==> config.mk <==
export PLATFORM = sky130hd
export DESIGN_NAME = samp_ofs_cal
export DESIGN_NICKNAME = d
export VERILOG_FILES = /design/src/rtl/samp_cal_pkg.sv /design/src/rtl/samp_cal_seq.sv /design/src/rtl/samp_cal_track.sv /design/src/rtl/samp_cal_resolve.sv /design/src/rtl/samp_ofs_cal.sv
export SDC_FILE = /design/constraint.sdc
export NUM_CORES = 1
export LEC_CHECK = 0
export BUFFER_PORTS_ARGS = -buffer_cell sky130_fd_sc_hd__buf_2
export CORE_ASPECT_RATIO = 1.25
export CORE_MARGIN = 8
export CORE_UTILIZATION = 35
export DETAILED_ROUTE_END_ITERATION = 10
export PLACE_DENSITY_LB_ADDON = 0.15
export RECOVER_POWER = 25
export SYNTH_ARGS = -nofsm -noshare
export SYNTH_HDL_FRONTEND = slang
export SYNTH_SLANG_ARGS = --single-unit
==> constraint.sdc <==
create_clock -name clk -period 2.3 [get_ports clk]
set_clock_uncertainty 0.05 [all_clocks]
set_input_delay 0.23 -clock clk [delete_from_list [all_inputs] [get_ports clk]]
set_output_delay 0.23 -clock clk [all_outputs]
set_load 0.02 [all_outputs]
==> src/rtl/samp_cal_pkg.sv <==
// Package: shared widths and the sequencer state type for the sampler
// offset calibrator. Assumes a 4-bit trim code swept over 1..15.
package samp_cal_pkg;
    localparam int CODE_W    = 4;
    localparam int DATA_BITS = 8;
    localparam int LANES     = DATA_BITS + 1;
    localparam int WORD_W    = DATA_BITS * CODE_W;
    localparam logic [CODE_W-1:0] CODE_FIRST = 4'd1;
    localparam logic [CODE_W-1:0] CODE_LAST  = 4'd15;

    typedef logic [CODE_W-1:0] code_t;

    typedef enum logic [2:0] {
        ST_IDLE,
        ST_SETTLE,
        ST_REQ,
        ST_WAIT,
        ST_CLEAR
    } seq_state_e;
endpackage

==> src/rtl/samp_cal_seq.sv <==
// Sweep sequencer. Steps the shared code 1..15. For each step it holds
// training mode for WAIT_CYCLES cycles, issues one feedback request,
// waits for the response, then drops training mode for one cycle.
// Assumes WAIT_CYCLES >= 1 and that every request is eventually answered.
module samp_cal_seq
    import samp_cal_pkg::*;
#(
    parameter int WAIT_CYCLES = 100
) (
    input  logic  clk,
    input  logic  rst_n,
    input  logic  start_i,
    input  logic  fb_valid_i,
    output logic  busy_o,
    output logic  train_mode_o,
    output logic  sample_req_o,
    output logic  capture_o,
    output logic  clear_o,
    output logic  finish_o,
    output code_t code_o
);
    localparam int CNT_W = $clog2(WAIT_CYCLES + 1);
    localparam logic [CNT_W-1:0] CNT_END = CNT_W'(WAIT_CYCLES - 1);

    seq_state_e       state_q;
    code_t            code_q;
    logic [CNT_W-1:0] cnt_q;

    // State, code and settle counter update.
    always_ff @(posedge clk) begin
        if (!rst_n) begin
            state_q <= ST_IDLE;
            code_q  <= '0;
            cnt_q   <= '0;
        end else begin
            unique case (state_q)
                ST_IDLE: begin
                    if (start_i) begin
                        state_q <= ST_SETTLE;
                        code_q  <= CODE_FIRST;
                        cnt_q   <= '0;
                    end
                end
                ST_SETTLE: begin
                    if (cnt_q == CNT_END) begin
                        state_q <= ST_REQ;
                    end else begin
                        cnt_q <= cnt_q + 1'b1;
                    end
                end
                ST_REQ: begin
                    state_q <= ST_WAIT;
                end
                ST_WAIT: begin
                    if (fb_valid_i) begin
                        state_q <= ST_CLEAR;
                    end
                end
                ST_CLEAR: begin
                    if (code_q == CODE_LAST) begin
                        state_q <= ST_IDLE;
                    end else begin
                        state_q <= ST_SETTLE;
                        code_q  <= code_q + 1'b1;
                        cnt_q   <= '0;
                    end
                end
                default: state_q <= ST_IDLE;
            endcase
        end
    end

    // Decoded controls for the handshake and the trackers.
    always_comb begin
        busy_o       = (state_q != ST_IDLE);
        train_mode_o = (state_q == ST_SETTLE) || (state_q == ST_REQ) || (state_q == ST_WAIT);
        sample_req_o = (state_q == ST_REQ);
        capture_o    = (state_q == ST_WAIT) && fb_valid_i;
        clear_o      = (state_q == ST_IDLE) && start_i;
        finish_o     = (state_q == ST_CLEAR) && (code_q == CODE_LAST);
        code_o       = code_q;
    end
endmodule

==> src/rtl/samp_cal_track.sv <==
// Per-bit tracker. Stores the latest code at which the sampler read 1
// and the earliest code at which it read 0. A stored value of 0 means
// "never seen", which relies on the sweep never using code 0.
module samp_cal_track
    import samp_cal_pkg::*;
(
    input  logic  clk,
    input  logic  rst_n,
    input  logic  clear_i,
    input  logic  capture_i,
    input  logic  enable_i,
    input  code_t code_i,
    input  logic  fb_i,
    output code_t first_zero_o,
    output code_t last_one_o
);
    code_t first_zero_q;
    code_t last_one_q;

    // Tracker update on each captured feedback sample.
    always_ff @(posedge clk) begin
        if (!rst_n || clear_i) begin
            first_zero_q <= '0;
            last_one_q   <= '0;
        end else if (capture_i && enable_i) begin
            if (fb_i) begin
                last_one_q <= code_i;
            end else if (first_zero_q == '0) begin
                first_zero_q <= code_i;
            end
        end
    end

    assign first_zero_o = first_zero_q;
    assign last_one_o   = last_one_q;
endmodule

==> src/rtl/samp_cal_resolve.sv <==
// Trim resolver, purely combinational. Takes the midpoint of the two
// tracked codes and clamps it. If a bit never read 0 its trim goes to
// full scale. If it never read 1 its trim goes to zero; this override
// is applied last.
module samp_cal_resolve
    import samp_cal_pkg::*;
(
    input  code_t first_zero_i,
    input  code_t last_one_i,
    output code_t trim_o
);
    logic [CODE_W:0] sum;
    logic [CODE_W:0] half;

    // Midpoint, clamp and saturation overrides.
    always_comb begin
        sum  = {1'b0, first_zero_i} + {1'b0, last_one_i};
        half = sum >> 1;
        if (half > {1'b0, CODE_LAST}) begin
            trim_o = CODE_LAST;
        end else begin
            trim_o = half[CODE_W-1:0];
        end
        if (first_zero_i == '0) begin
            trim_o = CODE_LAST;
        end
        if (last_one_i == '0) begin
            trim_o = '0;
        end
    end
endmodule

==> src/rtl/samp_ofs_cal.sv <==
// Top of the per-bit sampler offset calibrator. Connects the sweep
// sequencer to one tracker and one resolver per lane (8 data bits plus
// the strobe lane). Latches the low-power mode at start, and registers
// the packed results together with the done pulse.
module samp_ofs_cal
    import samp_cal_pkg::*;
#(
    parameter int WAIT_CYCLES = 100
) (
    input  logic                 clk,
    input  logic                 rst_n,
    input  logic                 start_i,
    input  logic                 lowpwr_i,
    input  logic                 fb_valid_i,
    input  logic [LANES-1:0]     fb_data_i,
    output logic                 busy_o,
    output logic                 train_mode_o,
    output logic                 term_force_o,
    output logic                 sample_req_o,
    output logic [WORD_W-1:0]    sweep_word_o,
    output logic                 done_o,
    output logic [WORD_W-1:0]    result_word_o,
    output logic [CODE_W-1:0]    strobe_code_o
);
    logic  busy;
    logic  train_mode;
    logic  capture;
    logic  clear;
    logic  finish;
    code_t code;
    logic  lp_q;
    logic  done_q;
    logic [WORD_W-1:0] result_q;
    code_t strobe_q;
    code_t first_zero [LANES];
    code_t last_one   [LANES];
    code_t trim       [LANES];
    logic [WORD_W-1:0] packed_trim;

    samp_cal_seq #(.WAIT_CYCLES(WAIT_CYCLES)) u_seq (
        .clk          (clk),
        .rst_n        (rst_n),
        .start_i      (start_i),
        .fb_valid_i   (fb_valid_i),
        .busy_o       (busy),
        .train_mode_o (train_mode),
        .sample_req_o (sample_req_o),
        .capture_o    (capture),
        .clear_o      (clear),
        .finish_o     (finish),
        .code_o       (code)
    );

    genvar g;
    generate
        for (g = 0; g < LANES; g++) begin : g_lane
            // The strobe lane takes part only in low-power mode.
            logic lane_en;
            if (g < DATA_BITS) begin : g_data
                assign lane_en = 1'b1;
                assign packed_trim[g*CODE_W +: CODE_W] = trim[g];
            end else begin : g_strobe
                assign lane_en = lp_q;
            end

            samp_cal_track u_track (
                .clk          (clk),
                .rst_n        (rst_n),
                .clear_i      (clear),
                .capture_i    (capture),
                .enable_i     (lane_en),
                .code_i       (code),
                .fb_i         (fb_data_i[g]),
                .first_zero_o (first_zero[g]),
                .last_one_o   (last_one[g])
            );

            samp_cal_resolve u_resolve (
                .first_zero_i (first_zero[g]),
                .last_one_i   (last_one[g]),
                .trim_o       (trim[g])
            );
        end
    endgenerate

    // Latch the low-power mode when a start is accepted.
    always_ff @(posedge clk) begin
        if (!rst_n) begin
            lp_q <= 1'b0;
        end else if (clear) begin
            lp_q <= lowpwr_i;
        end
    end

    // Register results and the done pulse at the end of the sweep.
    always_ff @(posedge clk) begin
        if (!rst_n) begin
            done_q   <= 1'b0;
            result_q <= '0;
            strobe_q <= '0;
        end else begin
            done_q <= finish;
            if (finish) begin
                result_q <= packed_trim;
                strobe_q <= lp_q ? trim[DATA_BITS] : '0;
            end
        end
    end

    assign busy_o        = busy;
    assign train_mode_o  = train_mode;
    assign term_force_o  = train_mode;
    assign sweep_word_o  = busy ? {DATA_BITS{code}} : '0;
    assign done_o        = done_q;
    assign result_word_o = result_q;
    assign strobe_code_o = strobe_q;
endmodule

==> metrics.md <==
| Metric | Value |
|---|---|
| Outcome | `completed` |
| Clock Path Buffers | `2` |
| Slew Viols, Final | `0` |
| Number of diodes | `0` |
| CP Launch Type | `register` |
| CORE AREA | `0.0175 mm2` |
| Fill count | `1,767` |
| Setup TNS | `0 ps` |
| Skew-Pair Late Insertion Delay | `420 ps` |
| VDD IR-drop max | `0.469 mV` |
| EDFF count, synth | `0` |
| GRT overflow | `0` |
| IO Count | `87` |
| Post-DR wirelength/cell | `15.7 um` |
| Sequential area share after synthesis | `39.7%` |
| Final Cycle Share | `93.1%` |
| Leak pwr | `2.74 nW` |
| Req. time, crit path | `2020 ps` |
| DIE WIDTH | `136 um` |
| Async SR Flop Fraction | `0%` |
| PwrDens | `676 mW/mm2` |
| I/O Buffers | `86` |
| Total GRT Usage | `14.8%` |
| Crit-path slowest cell | `nor3_2` |
| Endpoints failing setup | `0` |
| Tot Pwr | `4.86 mW` |
| Yosys warning count | `0` |
| RSZ-0062 raised after global routing | `false` |
| Max cap viols | `0` |
| Avg Inst Size Synth | `8.61 um2` |
| First-pass GRT wire length | `26,500 um` |
| Post-CTS setup buffers | `0` |
| Vias in the first global route | `5,404` |
| Critical-path cell list | `buf_4 -> nor3_2 -> nor2b_1 -> buf_2` |
| Setup crit end kind | `output pin` |
| Die height | `165 um` |
| Dpl ws | `422 ps` |
| Via count | `5,320` |
| Layout area overhead | `14.9%` |
| H-tree levels | `4` |
| CTS buffer count | `17` |
| Post-synth cell types | `53` |
| Share of layout cells above drive strength 1 | `15.3%` |
| Initial drt markers | `277` |
| DRC | `0` |
| Total placed instance area | `0.00668 mm2` |
| Syn Std Cell Area | `0.00626 mm2` |
| CP bufs+invs | `2` |
| Clk root buf | `clkbuf_16` |
| Synthesis-stage register bit count | `124` |
| Vias per cell | `5.20` |
| Commonest non-fill, non-tap cell in the layout | `dfxtp_1` |
| Most frequent cells in the layout | `dfxtp_1, a21oi_1, nand2_1` |
| Final Util | `41.1%` |
| Clk slew on worst S/H paths | `50 ps` |
| Slowest stage delay, CP | `410 ps` |
| Final min period | `2140 ps` |
| Detailed-router iteration count before antenna repair | `4` |
| Slew @ Worst Pin | `880 ps` |
| Die area | `0.0224 mm2` |
| Crit path kind | `register to output pin` |
| Largest net degree at the start of global routing | `75` |
| Final worst slack | `159 ps` |
| Crit Path Max Fanout | `8` |
| Post-Syn Instances | `727` |
| Final nets | `839` |
| Top delay family on crit path | `simple AND/OR/NAND/NOR gates` |
| Design area | `0.00719 mm2` |
| FMAX | `0.467 GHz` |
| Hold WC Path Type | `input port to register` |
| Syn nets | `779` |
| HPWL Detailed | `11,500 um` |
| Top_reg_cell synth | `dfxtp_1` |
| Gpl congestion | `0.809` |
| Clock sink total | `124` |
| Post-Route WL | `16,100 um` |
| Slew headroom | `41.2%` |
| Fin. Hold Viols | `0` |
| Placement Rows | `54` |
| Starting Density | `35.8%` |
| Final antenna-violating net count | `0` |
| CTS tree | `done` |
| Critical Path AT | `1860 ps` |
| Antenna violations before repair | `0` |
==> worst reg2reg max path, stage by stage, from the launching register on <==
cell and delay [ps]:
dfxtp_1 310, ha_1 250, and4_1 270, nand2_1 190
clkbuf_2 520, a21oi_1 150, a211oi_1 250
==> synth_stat cells (3+ instances only) <==
| library cell | number | share of area [%] |
|---|---|---|
| nor2b_1 | 13 | 1.3 |
| o21ai_0 | 12 | 0.96 |
| buf_4 | 36 | 4.3 |
| a22oi_1 | 8 | 0.96 |
| nand2_1 | 84 | 5.0 |
| or4_1 | 8 | 0.96 |
| nor2_1 | 67 | 4.0 |
| buf_6 | 4 | 0.72 |
| nand4_1 | 6 | 0.60 |
| clkbuf_1 | 11 | 0.66 |
| nor4_1 | 16 | 1.6 |
| and2_0 | 4 | 0.40 |
| ha_1 | 29 | 5.8 |
| a31o_2 | 9 | 1.3 |
| nor3_1 | 3 | 0.24 |
| mux2i_1 | 4 | 0.64 |
| o21a_1 | 9 | 1.1 |
| xor2_1 | 14 | 2.0 |
| nand3_1 | 40 | 3.2 |
| fa_1 | 9 | 2.9 |
| inv_1 | 24 | 1.4 |
| xnor2_1 | 10 | 1.4 |
| nor3_4 | 8 | 2.1 |
| dfxtp_1 | 124 | 40 |
| a211oi_1 | 9 | 1.1 |
| a21oi_1 | 116 | 9.3 |
| o31ai_1 | 9 | 1.1 |
| buf_2 | 13 | 1.0 |
==> repair_timing <==
action,CTS,global route
endpoints found under the setup margin,0,9
endpoints found under the hold margin,1,0
gates resized for setup,0,2
hold buffers,1,0
==> metrics by stage <==
stage                     instances  hold WS (ps)
after floorplan                 727           302
after global placement          991           389
after detailed placement        991           392
after CTS                      1024          53.1
after global routing           1024          81.3
final                          1024          76.9
==> routing by layer <==
layer,global-route usage [%],routed length (um)
met5,0,0
met4,5.31,180
met3,3.84,829
met2,26.0,8040
met1,16.9,7040
==> cell families after synthesis <==
group / after synthesis / share of synthesized area, %
simple gates: 268 / 22.4
buf+inv: 89 / 8.50
compound gates: 180 / 16.8
flops: 124 / 39.7
fa+ha+maj: 38 / 8.68
xor+xnor: 24 / 3.36
mux: 4 / 0.640
==> registers in the layout, summed over array words and instances (netlist names) <==
| signal | flops |
|---|---|
| u_seq.cnt_q | 7 |
| done_o | 1 |
| g_lane.u_track.last_one_o | 36 |
| u_seq.code_o | 4 |
| u_seq.state_q | 3 |
| result_word_o | 32 |
| g_lane.lane_en | 1 |
| g_lane.u_track.first_zero_o | 36 |
| strobe_code_o | 4 |
==> worst paths after layout <==
kind	cells past startpoint	start	end	slack, ps
worst max register to register	6	u_seq.code_o[0]	result_word_o[14]	210
worst min register to register	2	result_word_o[7]	result_word_o[7]	400
worst min-delay path	2	rst_n	u_seq.code_o[0]	80
worst max-delay path	4	u_seq.state_q[2]	sweep_word_o[4]	160
==> final cells by class <==
| type | instances | area (um2) | area share [%] |
|---|---|---|---|
| clock buffers | 25 | 495 | 6.89 |
| inverters | 24 | 90.1 | 1.25 |
| clock inverters | 7 | 62.6 | 0.870 |
| multi-input cells | 514 | 3230 | 45.0 |
| well taps | 224 | 280 | 3.90 |
| repair buffers | 106 | 544 | 7.57 |
| flip-flops and latches | 124 | 2480 | 34.5 |
==> power breakdown <==
part	leakage (nW)	total, mW	switching, mW	internal (mW)
Clock	0.277	2.53	0.938	1.59
Sequential	0.999	2.16	0.00707	2.16
Combinational	1.47	0.169	0.127	0.0426
(Power assumes the default switching activity.)
